`src/rtl/bcd_acc_pkg.sv`:
```
package bcd_acc_pkg;

  localparam int unsigned DIG_W     = 4;
  localparam int unsigned ACC_W     = 7;
  localparam int unsigned MAX_DIGIT = 9;
  localparam int unsigned LIMIT     = 99;

  typedef enum logic [2:0] {
    ST_IDLE,
    ST_ARM,
    ST_RUN,
    ST_RST_HOLD,
    ST_STOP_HOLD,
    ST_DONE
  } ctrl_state_t;

  // Codes outside the decimal range contribute nothing.
  function automatic logic [DIG_W-1:0] sanitize_digit(input logic [DIG_W-1:0] d);
    return (d > DIG_W'(MAX_DIGIT)) ? '0 : d;
  endfunction

  // Shift-and-add-three conversion. The result holds tens in [7:4] and units in [3:0].
  function automatic logic [7:0] bin_to_bcd2(input logic [ACC_W-1:0] v);
    logic [11:0] sc;
    sc = '0;
    for (int i = ACC_W - 1; i >= 0; i--) begin
      if (sc[3:0]  >= 4'd5) sc[3:0]  = sc[3:0]  + 4'd3;
      if (sc[7:4]  >= 4'd5) sc[7:4]  = sc[7:4]  + 4'd3;
      if (sc[11:8] >= 4'd5) sc[11:8] = sc[11:8] + 4'd3;
      sc = {sc[10:0], v[i]};
    end
    return sc[7:0];
  endfunction

endpackage

```
`src/rtl/bcd_acc_ctrl.sv`:
```
module bcd_acc_ctrl
  import bcd_acc_pkg::*;
(
  input  logic clk,
  input  logic rst_n,
  input  logic start_n,
  input  logic stop_n,
  input  logic end_flag,
  output logic clr,
  output logic cap_en,
  output logic acc_en,
  output logic done
);

  ctrl_state_t state_q, state_d;

  always_ff @(posedge clk) begin
    if (!rst_n) state_q <= ST_IDLE;
    else        state_q <= state_d;
  end

  always_comb begin
    state_d = state_q;
    unique case (state_q)
      ST_IDLE:      if (!start_n) state_d = ST_ARM;
      ST_ARM:       if (start_n)  state_d = ST_RUN;
      ST_RUN: begin
        if (!start_n)     state_d = ST_RST_HOLD;
        else if (!stop_n) state_d = ST_STOP_HOLD;
        else if (end_flag) state_d = ST_DONE;
      end
      ST_RST_HOLD:  if (start_n)  state_d = ST_IDLE;
      ST_STOP_HOLD: if (stop_n)   state_d = ST_DONE;
      ST_DONE:      state_d = ST_IDLE;
      default:      state_d = ST_IDLE;
    endcase
  end

  assign clr    = (state_q == ST_ARM) || (state_q == ST_RST_HOLD);
  assign cap_en = (state_q == ST_RUN);
  assign acc_en = (state_q == ST_RUN) && !end_flag;
  assign done   = (state_q == ST_DONE);

endmodule

```
`src/rtl/bcd_acc_datapath.sv`:
```
module bcd_acc_datapath
  import bcd_acc_pkg::*;
#(
  parameter int unsigned DW  = DIG_W,
  parameter int unsigned AW  = ACC_W,
  parameter int unsigned LIM = LIMIT
) (
  input  logic          clk,
  input  logic          rst_n,
  input  logic          clr,
  input  logic          cap_en,
  input  logic          acc_en,
  input  logic [DW-1:0] digit_raw,
  output logic [DW-1:0] dig_q,
  output logic [AW-1:0] acc_q,
  output logic          gt
);

  localparam int unsigned PEAK = LIM + MAX_DIGIT;
  localparam logic [AW-1:0] LIM_V = AW'(LIM);

  logic [DW-1:0] dig_clean;
  logic [AW-1:0] acc_sum;

  assign dig_clean = sanitize_digit(digit_raw);
  assign acc_sum   = acc_q + AW'(dig_q);
  assign gt        = acc_q > LIM_V;

  always_ff @(posedge clk) begin
    if (!rst_n || clr)  dig_q <= '0;
    else if (cap_en)    dig_q <= dig_clean;
  end

  always_ff @(posedge clk) begin
    if (!rst_n || clr)  acc_q <= '0;
    else if (acc_en)    acc_q <= acc_sum;
  end

  initial begin
    if (PEAK >= (1 << AW)) $display("bcd_acc_datapath: total width too small for %0d", PEAK);
  end

endmodule

```
`src/rtl/bcd_acc_display.sv`:
```
module bcd_acc_display
  import bcd_acc_pkg::*;
#(
  parameter int unsigned AW = ACC_W
) (
  input  logic [AW-1:0] acc_q,
  input  logic          gt,
  output logic [3:0]    tens,
  output logic [3:0]    units,
  output logic          blank_n
);

  logic [7:0] bcd;

  assign bcd     = bin_to_bcd2(acc_q);
  assign tens    = gt ? 4'd0 : bcd[7:4];
  assign units   = gt ? 4'd0 : bcd[3:0];
  assign blank_n = ~gt;

endmodule

```
`src/rtl/bcd_digit_accumulator.sv`:
```
module bcd_digit_accumulator
  import bcd_acc_pkg::*;
(
  input  logic             clk,
  input  logic             rst_n,
  input  logic             start_n,
  input  logic             stop_n,
  input  logic [DIG_W-1:0] digit_in,
  output logic [3:0]       tens_out,
  output logic [3:0]       units_out,
  output logic             blank_n,
  output logic             over_flag,
  output logic             done_pulse
);

  logic             clr;
  logic             cap_en;
  logic             acc_en;
  logic             gt;
  logic [DIG_W-1:0] dig_q;
  logic [ACC_W-1:0] acc_q;

  bcd_acc_ctrl u_ctrl (
    .clk      (clk),
    .rst_n    (rst_n),
    .start_n  (start_n),
    .stop_n   (stop_n),
    .end_flag (gt),
    .clr      (clr),
    .cap_en   (cap_en),
    .acc_en   (acc_en),
    .done     (done_pulse)
  );

  bcd_acc_datapath #(.DW(DIG_W), .AW(ACC_W), .LIM(LIMIT)) u_dp (
    .clk       (clk),
    .rst_n     (rst_n),
    .clr       (clr),
    .cap_en    (cap_en),
    .acc_en    (acc_en),
    .digit_raw (digit_in),
    .dig_q     (dig_q),
    .acc_q     (acc_q),
    .gt        (gt)
  );

  bcd_acc_display #(.AW(ACC_W)) u_disp (
    .acc_q   (acc_q),
    .gt      (gt),
    .tens    (tens_out),
    .units   (units_out),
    .blank_n (blank_n)
  );

  assign over_flag = gt;

endmodule

```
`config.mk`:
```
export PLATFORM = sky130hd
export DESIGN_NAME = bcd_digit_accumulator
export DESIGN_NICKNAME = d
export VERILOG_FILES = /design/src/rtl/bcd_acc_pkg.sv /design/src/rtl/bcd_acc_ctrl.sv /design/src/rtl/bcd_acc_datapath.sv /design/src/rtl/bcd_acc_display.sv /design/src/rtl/bcd_digit_accumulator.sv
export SDC_FILE = /design/constraint.sdc
export NUM_CORES = 1
export LEC_CHECK = 0
export BUFFER_PORTS_ARGS = -buffer_cell sky130_fd_sc_hd__buf_4
export CORE_ASPECT_RATIO = 1.5
export CORE_MARGIN = 10
export CORE_UTILIZATION = 55
export CTS_CLUSTER_SIZE = 8
export DETAILED_ROUTE_END_ITERATION = 6
export PLACE_DENSITY = 0.77
export RECOVER_POWER = 50
export SLEW_MARGIN = 20
export SYNTH_ARGS = -nofsm -noshare
export SYNTH_HDL_FRONTEND = slang
export SYNTH_SLANG_ARGS = --single-unit
```
`constraint.sdc`:
```
create_clock -name clk -period 4.46 [get_ports clk]
set_clock_uncertainty 0.2 [all_clocks]
set_input_delay 0.223 -clock clk [delete_from_list [all_inputs] [get_ports clk]]
set_output_delay 0.223 -clock clk [all_outputs]
set_load 0.02 [all_outputs]
```
## After elaboration in Yosys (flattened, before gate mapping)

Index checks and enable logic that the tools add are counted.

| cells by class | value |
|---|---|
| add/subtract/negate cells | 6 |
| $lt $le $gt $ge | 7 |
| equal/unequal tests | 10 |
| multiplexer cells | 16 |
| bitwise gates (word level) | 1 |
| reductions and logical operators | 7 |

Operators with widths:

| kind | number |
|---|---|
| $mux 4 | 7 |
| $mux 3 | 8 |
| $pmux 3 s5 | 1 |
| $add 4x2->4 const B | 3 |
| $ge 4x3->1 const B | 3 |
| $ne 2x2->1 const B | 4 |
| $add 7x4->7 | 1 |
| $gt 7x7->1 const B | 1 |
| $eq 3x2->1 const B | 2 |
| $eq 3x3->1 const B | 2 |
| $ge 3x3->1 const B | 2 |
| $reduce_and 5->1 | 1 |
| $add 3x2->4 const B | 1 |
| $gt 4x4->1 const B | 1 |
| $ne 4x3->1 const B | 1 |
| $add 3x2->3 const B | 1 |
| $eq 3x1->1 const B | 1 |
| $logic_not 3->1 | 1 |
| $logic_not 1->1 | 2 |
| $logic_or 1x1->1 | 2 |
| $logic_and 1x1->1 | 1 |
| $not 1->1 | 1 |

| word-level totals | value |
|---|---|
| register bits after elaboration | 14 |
| input port bits | 8 |
| output and inout port bits | 11 |
| logic and storage cells | 50 |

## Longest topological paths before layout

Gate-level depths: netlist (run 1).

| logic depth | value |
|---|---|
| word-level depth | 9 |
| mapped depth | 17 |
| mapped depth without buffers | 16 |

## Cells and area by module

Synthesis (run 1) repeated with hierarchy kept, for this count alone.

| unflattened totals | value |
|---|---|
| cell total of the unflattened synthesis | 181 |
| area, all modules | 1422.6 um2 |

Modules (own cells, without submodules):

| module | times used | cells an instance | area an instance (um2) | seq. area each (um2) |
|---|---|---|---|---|
| bcd_acc_datapath | 1 | 73 | 649.4 | 220.2 |
| bcd_acc_display | 1 | 84 | 580.6 | 0.0 |
| bcd_acc_ctrl | 1 | 24 | 192.7 | 60.1 |

## Worst setup path after synthesis (run 1)

No wires, ideal clock.

| timing path | value |
|---|---|
| path kind | register to output |
| from | register u_dp.acc_q[5] |
| to | output tens_out[2] |
| data arrival time | 3918 ps |
| data required time | 4037 ps |
| setup slack | 119 ps |
| cell stages (with the launch flop) | 17 |
| path buffers | 1 |
| path through | dfxtp_1 buf_6 inv_1 ha_1 o21ai_0 xnor2_1 ha_1 or2b_1 a32oi_2 xnor2_1 ha_1 or2b_2 and3_1 mux2_2 ha_1 nor3_1 nor3_1 |

| between the ends | value |
|---|---|
| cells in the longest elaborated chain, start to end | 9 |
| elaborated cells on any way between the ends | 14 |
| classes of those cells | add/sub (4); order compare (5); mux (5) |

RTL lines:

| item | RTL line | RTL |
|---|---|---|
| from (decl) | bcd_acc_datapath.sv:15 | `output logic [AW-1:0] acc_q,` |
| from (signal assigned) | bcd_acc_datapath.sv:36 | `else if (acc_en) acc_q <= acc_sum;` |
| $add 3x2->4 or $ge 3x3->1 (tied branches) | bcd_acc_pkg.sv:27 | `if (sc[3:0] >= 4'd5) sc[3:0] = sc[3:0] + 4'd3;` |
| $mux 4 | bcd_acc_pkg.sv:27 |  |
| $add 4x2->4 or $ge 4x3->1 (tied branches) | bcd_acc_pkg.sv:27 |  |
| $mux 4 | bcd_acc_pkg.sv:27 |  |
| $add 4x2->4 or $ge 4x3->1 (tied branches) | bcd_acc_pkg.sv:27 |  |
| $mux 4 | bcd_acc_pkg.sv:27 |  |
| $add 3x2->3 or $ge 3x3->1 (tied branches) | bcd_acc_pkg.sv:28 | `if (sc[7:4] >= 4'd5) sc[7:4] = sc[7:4] + 4'd3;` |
| $mux 3 | bcd_acc_pkg.sv:28 |  |
| $mux 4 (*) | bcd_acc_display.sv:16 | `assign tens = gt ? 4'd0 : bcd[7:4];` |
| to (decl) | bcd_digit_accumulator.sv:9 | `output logic [3:0] tens_out,` |

Every way passes the cells marked *; elsewhere a longest branch is shown, timed or not.

## Final worst setup path (run 1)

| timing path | value |
|---|---|
| from | register u_dp.acc_q[5] |
| to | output tens_out[1] |

Same word-level chain as after synthesis.

==> results.toml, run 1 <==
[outcome]
outcome = "finished, final reports clean"

[drt]
drtIter0Drc = 40
num_vias = 1296
wl_um = 3240
ant_nets = 0
vias_per_cell = 5.89
drc = 0
wl_per_cell_um = 14.7
first_pass_iters = 4

[synthesis]
synth_commonest_cells = "19 x a21oi_1, 14 x dfxtp_1, 14 x ha_1"
synth_top_area_cell = "dfxtp_1"
synthTopCellsByArea = "dfxtp_1 21%, ha_1 13%, a21oi_1 7.2%"
yosys_warnings = 0
synthFlopType = "dfxtp_1"
synth_most_common_cell = "a21oi_1"
synth_seq_cells = 14
ys_types = 44
synth_nets = 193
synth_area_per_cell_um2 = 7.80
syn-instance-count = 170
synth_edf_count = 0
async_reset_ff_frac = 0
yosysSeqAreaShare = 0.211
synth_top_area_share = 0.211
netlist_area_mm2 = 0.00133

[global_routing]
overflow = 0
antenna_found_initial = 0
grt_pass1_wl_um = 5200
grt_max_degree = 12
grt_pass1_vias = 1271
track_usage = 0.131

[floorplanning]
dieArea_mm2 = 0.00482
row_count = 21
ioPinCount = 19
die_h_um = 80.1
core_area_mm2 = 0.00226
initial_core_util = 0.587
die_w_um = 60.1

[power]
power_w = 0.000223
p_sw_w = 0.0000533
clock_power_share = 0.312
powerDensity_mw_per_mm2 = 137
power_frac_seq = 0.582
internal_power_w = 0.000169
ir_worst_vdd_uv = 180
switching_share = 0.239
comb_power_share = 0.107
power_leakage_nw = 0.702

[setup_path]
cp_common_cell = "ha_2"
required_ps = 4040
crit_path_cell_trace = "inv_2 -> ha_2 -> o21ai_2 -> xnor2_2 -> ha_2 -> or2b_1 -> a32oi_4 -> xnor2_2 -> ha_2 -> or2b_4 -> and3_1 -> mux2_4 -> ha_2 -> o21ai_2 -> xor2_1 -> nor2_1 -> buf_4"
max_stage_delay_ps = 340
crit_fanout = 4
critPathLaunchType = "flop"
slowest_stage = "dfxtp_2"
cp.arrival_ps = 3850
cp-end-kind = "output pin"
path_class = "reg2out"

[placement]
gp_congestion = 0.829
dpl_cell_area_mm2 = 0.00149
hpwl_um = 2460
pre_cts_slack_ps = -8.89
port-buffer-count = 18

[cts]
cts_buffer_depth = 2
worstSkewPairLatency_ps = 280
cts_tree = "done"
h-tree-depth = 1
numClockSinks = 14
path_clk_slew_ps = 80
clockRootBuffer = "clkbuf_4"
cts_buffers = 3

[cells_and_area]
fillers = 185
final_layout_size_suffix_gt1_frac = 0.239
diodes = 0
area_growth_pct = 22.1
stdcell_area_mm2 = 0.00162
utilization = 0.717
nNetsFinal = 222

[job]
drv_cap = 0

[sta]
fmaxAchievable_ghz = 0.234
worstMarginPinSlew_ps = 451
period_share = 0.958
period_needed_ps = 4270
drv_slew = 0
hold_slack_ps = 7.57
relSlewSlack = 0.699
setup_viol = 0
hold_viol = 0
setup_slack_ps = 190

[min_path]
hold_class = "in2reg"
stage by stage:
step                TNS, ps  cells
detailed placement    -8.89    210
floorplan                 0    170
global placement          0    210
CTS                       0    216
global route          -3.55    220
finish                    0    220
per-layer routing:
metal / up-vias / GRT usage / part of all wire
met2: 31 / 0.254 / 0.55
met1: 605 / 0.126 / 0.39
met4: 0 / 0.0518 / 0.017
li1: 653 / - / -
met5: - / 0 / 0
met3: 7 / 0.0252 / 0.035
power by group through the flow:
stage                     clock network (W)  registers, W   logic, W
after global routing              0.0000792      0.000130  0.0000259
after floorplan                           0      0.000132  0.0000126
after CTS                         0.0000721      0.000129  0.0000236
final                             0.0000694      0.000129  0.0000237
after global placement                    0      0.000132  0.0000218
after detailed placement                  0      0.000132  0.0000225
state kept, by name, indices dropped and copies added, names as in the netlist:
register / cells
u_ctrl.state_q: 3
u_dp.acc_q: 7
u_dp.dig_q: 4
critical path: cells and delay by family, from the launching register on:
family	cells	cell delay (ps)
and+or+nand+nor	4	810
adders and majority gates	4	810
buffers and inverters	2	210
xor gates and xnor gates	3	510
muxes	1	280
DFF	1	340
AOI/OAI and AO/OA	3	620
logic make-up after synthesis:
logic type,count (synthesis),share of synthesized area
adder cells (fa/ha/maj),15,0.147
AND/OR/NAND/NOR,54,0.209
multiplexers,5,0.0424
buffers and inverters,18,0.0575
AO/OA/AOI/OAI,54,0.267
flip-flops,14,0.211
XOR/XNOR,10,0.0660
repair_timing:
item | CTS | global route
hold buffers | 1 | 0
pin swaps | 3 | 6
setup buffers | 2 | 4
gates resized for setup | 8 | 10
setup endpoints to repair | 4 | 4
endpoints found under the hold margin | 1 | 0
area by class of cell:
class	count	area [um^2]	share of cell area
clock buffer	3	22.5	0.0139
inverter	14	52.6	0.0325
multi-input combinational	138	1030	0.635
sequential	14	282	0.174
tap	23	28.8	0.0178
timing repair buffer	28	205	0.127
cell usage in the layout, fill, tap and decap left out, types with 4 or more instances in the layout:
master / instances
inv_1: 12
xnor2_1: 7
nor2_1: 13
a21o_1: 4
ha_2: 4
nand2_1: 13
o211ai_1: 4
ha_1: 10
o21ai_0: 9
dfxtp_1: 13
a21oi_1: 19
nor3_1: 4
nor2b_1: 5
buf_4: 25
worst paths after layout:
path / slack [ps] / cells past startpoint / endpoint / startpoint
worst max-delay path: 190 / 17 / tens_out[1] / u_dp.acc_q[5]
worst min-delay path: 8 / 3 / u_dp.dig_q[0] / digit_in[0]
worst max register to register: 1630 / 11 / u_dp.acc_q[5] / u_dp.acc_q[4]
worst min register to register: 260 / 2 / u_dp.dig_q[2] / u_dp.dig_q[2]
(Power assumes the default switching activity.)
==> run 2: changes to the inputs <==
Settings changed: CORE_MARGIN 10 to not set.
==> run 2 against run 1 <==
  * Cell area decreased by 1.0%
  * Core utilization decreased by 0.72 points
  * Via count decreased by 3.9%
  * Clock power increased by 27%
  * Critical path depth unchanged
  * Setup slack got worse by 0.60 ps
  * Die area decreased by 46%
  * Critical endpoint unchanged
  * Largest power group unchanged
  * Highest routed layer unchanged
==> results.toml, run 2 (synthesis gave the netlist of run 1 again) <==
[job]
drv_cap = 0

[sta]
fmaxAchievable_ghz = 0.234
period_share = 0.958
worstMarginPinSlew_ps = 457
period_needed_ps = 4270
hold_viol = 0
drv_slew = 0
setup_viol = 0
relSlewSlack = 0.694

[setup_path]
rr_worst_depth = 10
critPathLaunchType = "flop"
crit_path_cell_trace = "ha_2 -> o21ai_2 -> xnor2_1 -> buf_4 -> ha_1 -> or2b_1 -> a32oi_4 -> xnor2_2 -> ha_2 -> or2b_4 -> and3_1 -> mux2_4 -> ha_4 -> o21ai_2 -> xor2_1 -> nor2_1 -> buf_4"
cp-end-kind = "output pin"
crit-reg2reg-launch = "u_dp.acc_q[5]"
slowest_stage = "dfxtp_2"
cp.arrival_ps = 3850
timing.rr.end = "u_dp.acc_q[5]"
crit_fanout = 9
required_ps = 4040
path_class = "reg2out"
r2r_slack_ps = 1790
max_stage_delay_ps = 420

[drt]
drc = 0
first_pass_iters = 4
wl_per_cell_um = 13.1
ant_nets = 0
wl_um = 2840
num_vias = 1246
drtIter0Drc = 29
vias_per_cell = 5.74

[cells_and_area]
instances_no_fill = 217
top_register = "u_dp.acc_q"
largest_register_ffs = 7
top_regs = "u_dp.acc_q (7), u_dp.dig_q (4), u_ctrl.state_q (3)"
stdcell_area_mm2 = 0.00160
fillers = 193
final_cell_mix = "21 x buf_4, 19 x a21oi_1, 13 x nor2_1, 13 x nand2_1, 13 x dfxtp_1"
final_common_cell = "buf_4"
area_growth_pct = 20.8
nNetsFinal = 218
multi_input_area_mm2 = 0.00103
final_layout_size_suffix_gt1_frac = 0.216
seqCellArea_um2 = 282
diodes = 0

[min_path]
hold_depth = 3
hold_end = "u_dp.dig_q[0]"
hold_class = "in2reg"
hp-start = "digit_in[0]"

[cts]
cts_tree = "done"
cts_buffers = 3
path_clk_slew_ps = 90
cts_buffer_depth = 2
clockRootBuffer = "clkbuf_4"
h-tree-depth = 1
numClockSinks = 14
worstSkewPairLatency_ps = 280

[power]
power_leakage_nw = 0.689
power_w = 0.000241
powerDensity_mw_per_mm2 = 150
ir_worst_vdd_uv = 171

[floorplanning]
dieArea_mm2 = 0.00262
initial_core_util = 0.587
die_w_um = 42.1
ioPinCount = 19
core_area_mm2 = 0.00226
die_h_um = 62.1
row_count = 21

[placement]
dp_cells = 210
port-buffer-count = 18
dpl_cell_area_mm2 = 0.00149
gp_congestion = 0.832
hpwl_um = 2240

[global_routing]
track_usage = 0.235
antenna_found_initial = 0
grt_pass1_wl_um = 5000
overflow = 0
grt_max_degree = 12
grt_pass1_vias = 1249

[outcome]
outcome = "finished, final reports clean"
-- run 2: cell count changes in the layout (fill, tap and decap cells not counted), sizes merged --
cell | previous run | this run
buf | 25 | 21
clkbuf | 5 | 6
-- run 2: worst max-delay path, delay by kind of cell, from the launching register on --
| kind | cells | cell delay [ps] |
|---|---|---|
| xor gates and xnor gates | 3 | 490 |
| and+or+nand+nor | 4 | 780 |
| DFF | 1 | 420 |
| muxes | 1 | 290 |
| buffers and inverters | 2 | 320 |
| adders and majority gates | 4 | 790 |
| AOI/OAI and AO/OA | 3 | 490 |
-- run 2: per-layer routing --
layer  wire [um]  track usage  vias to the layer above
met5           0            0                        -
met1        1230        0.261                      562
met3          44      0.00872                        6
met2        1510        0.453                       27
met4          61       0.0898                        0
li1            -            -                      651
-- run 2: cell type report --
type / instances / area share
tap: 23 / 0.0180
clock buffer: 4 / 0.0226
timing repair buffer: 24 / 0.109
multi-input combinational: 138 / 0.642
sequential: 14 / 0.176
inverter: 14 / 0.0328
-- run 2: worst max path at each step --
stage                        from           to
floorplan           u_dp.acc_q[5]  tens_out[2]
finish              u_dp.acc_q[4]  tens_out[1]
global placement    u_dp.acc_q[4]  tens_out[1]
detailed placement  u_dp.acc_q[4]  tens_out[1]
global route        u_dp.acc_q[4]  tens_out[1]
CTS                 u_dp.acc_q[5]  tens_out[1]
-- run 2: per-stage QoR --
step / TNS (ps) / utilization / hold slack [ps] / setup slack, ps
detailed placement: -6.89 / 0.659 / 256 / -6.89
finish: 0 / 0.709 / 7.88 / 189
CTS: 0 / 0.696 / 4.08 / 46.7
global placement: 0 / 0.659 / 247 / 202
floorplan: 0 / - / 151 / 119
global route: -1.00 / 0.709 / 23.8 / -1.00
-- run 2: repair_timing --
action | CTS | global route
resized for setup | 6 | 9
setup buffers | 2 | 0
pin swaps | 2 | 4
endpoints found under the hold margin | 1 | 0
hold buffers | 1 | 0
setup endpoints to repair | 6 | 3
-- run 2: power breakdown --
part	internal [W]	total, W	switching [W]	leakage (nW)
clock	0.0000496	0.0000882	0.0000386	0.0210
combinational	0.0000110	0.0000232	0.0000122	0.554
sequential	0.000127	0.000129	0.00000257	0.114
total	0.000187	0.000241	0.0000533	0.689
==> run 3: changes to the inputs <==
Settings changed: CORE_ASPECT_RATIO 1.5 to not set, SLEW_MARGIN 20 to not set.
==> run 3 against run 2 <==
  * Via count increased by 5.5%
  * Clock power grew 4.6%
  * Sequential cell count is the same
  * Critical endpoint is now tens_out[2]
  * First-iteration DRC count down 14%
  * Cell area up 1.4%
  * Combinational power is essentially flat
  * Sequential power about the same
==> results.toml, run 3 (synthesis gave the netlist of run 1 again) <==
[placement]
hpwl_um = 2230
dpl_cell_area_mm2 = 0.00149
pre_cts_slack_ps = 97.9
gp_congestion = 0.825
dp_cells = 214
port-buffer-count = 18

[setup_path]
cp-end-kind = "output pin"
max_stage_delay_ps = 350
slowest_stage = "dfxtp_1"
path_class = "reg2out"
rr_worst_depth = 10
crit_path_cell_trace = "inv_2 -> ha_2 -> o21ai_1 -> xnor2_1 -> buf_4 -> ha_1 -> or2b_1 -> a32oi_4 -> xnor2_2 -> ha_2 -> or2b_4 -> and3_1 -> mux2_2 -> ha_2 -> nor3_1 -> nor3_1 -> buf_4"
critPathTopFamily = "simple AND/OR/NAND/NOR gates"
critPathLaunchType = "flop"
crit_fanout = 4
path_buf_inv = 3
cp_common_cell = "ha_2"
required_ps = 4040
cp.arrival_ps = 3910
cp_num_cells = 17

[sta]
drv_slew = 0
hold_slack_ps = 25.1
period_needed_ps = 4340
worstMarginPinSlew_ps = 1170
setup_slack_ps = 123
fmaxAchievable_ghz = 0.231
setup_viol = 0
relSlewSlack = 0.209
hold_viol = 0
period_share = 0.972

[drt]
wl_per_cell_um = 13.5
wl_um = 3060
num_vias = 1314
first_pass_iters = 4
ant_nets = 0
drc = 0
drtIter0Drc = 25
vias_per_cell = 5.81

[cells_and_area]
top_regs = "u_dp.acc_q (7), u_dp.dig_q (4), u_ctrl.state_q (3)"
final_cell_mix = "23 x buf_4, 19 x a21oi_1, 13 x nor2_1, 13 x nand2_1, 13 x dfxtp_1"
area_growth_pct = 22.5
final_common_cell = "buf_4"
largest_register_ffs = 7
stdcell_area_mm2 = 0.00163
instances_no_fill = 226
top_register = "u_dp.acc_q"
final_layout_size_suffix_gt1_frac = 0.222
diodes = 0
nNetsFinal = 222

[power]
power_w = 0.000244
powerDensity_mw_per_mm2 = 150
power_leakage_nw = 0.696
ir_worst_vdd_uv = 198

[cts]
worstSkewPairLatency_ps = 280
path_clk_slew_ps = 80
h-tree-depth = 1
cts_buffer_depth = 2
numClockSinks = 14
cts_tree = "done"
cts_buffers = 3
clockRootBuffer = "clkbuf_4"

[outcome]
outcome = "finished, final reports clean"

[global_routing]
grt_max_degree = 12
antenna_found_initial = 0
overflow = 0
grt_pass1_vias = 1137
grt_pass1_wl_um = 5080
track_usage = 0.252

[job]
drv_cap = 0

[floorplanning]
core_area_mm2 = 0.00223
die_h_um = 51.1
initial_core_util = 0.594
row_count = 17
dieArea_mm2 = 0.00261
ioPinCount = 19
die_w_um = 51.1

[min_path]
hold_class = "in2reg"
hold_depth = 3
==> run 3: cell types whose count changed in the layout (fill, tap and decap cells not counted), sizes merged <==
cell,delta
dlygate4sd3,+1
buf,+2
clkbuf,+1
==> run 3: layout make-up <==
class | count | area, um^2
inverter | 14 | 52.6
fill | 168 | 608
sequential | 14 | 284
clock buffer | 4 | 36.3
multi-input combinational | 138 | 1010
tap | 28 | 35.0
timing repair buffer | 28 | 204
==> run 3: worst reg2reg max path: stages, from the launching register on <==
cell and delay [ps]:
dfxtp_1 350, buf_4 170, ha_1 160, and3_1 180, o211ai_1 90, nand2_1 260, clkinv_1 360, nor2_1 490
o211ai_1 200, xnor2_1 190, nor2_1 50
==> run 3: where the power goes <==
group / leakage [nW] / internal, W / total, W / switching, W
Sequential: 0.114 / 0.000126 / 0.000129 / 0.00000271
Combinational: 0.561 / 0.0000107 / 0.0000229 / 0.0000122
Clock: 0.0210 / 0.0000497 / 0.0000923 / 0.0000426
Total: 0.696 / 0.000187 / 0.000244 / 0.0000575
==> run 3: stage by stage <==
step	TNS, ps	utilization
5_1_grt	-62.2	0.728
4_1_cts	0	0.704
3_5_place_dp	0	0.666
6_report	0	0.728
2_1_floorplan	0	-
3_3_place_gp	0	0.666
==> run 3: final timing paths <==
path	from	to	slack (ps)
setup / recovery	u_dp.acc_q[5]	tens_out[2]	120
hold / removal	digit_in[3]	u_dp.dig_q[3]	30
setup reg to reg	u_dp.acc_q[5]	u_dp.acc_q[5]	1620
hold reg to reg	u_dp.dig_q[2]	u_dp.dig_q[2]	260
==> run 3: timing repair <==
| item | in CTS | in global routing |
|---|---|---|
| setup buffers | 2 | 4 |
| endpoints found under the setup margin | 3 | 3 |
| hold buffers | 2 | 0 |
| gates resized for setup | 6 | 8 |
| endpoints found under the hold margin | 3 | 0 |
| gates cloned | 0 | 0 |
| pin swaps | 2 | 7 |
==> run 3: routing by layer <==
layer	up-vias	GRT usage	part of all wire
met5	-	0	0
met4	0	0.0139	0.0033
met3	3	0.0536	0.038
met2	31	0.456	0.51
met1	631	0.317	0.45
li1	649	-	-
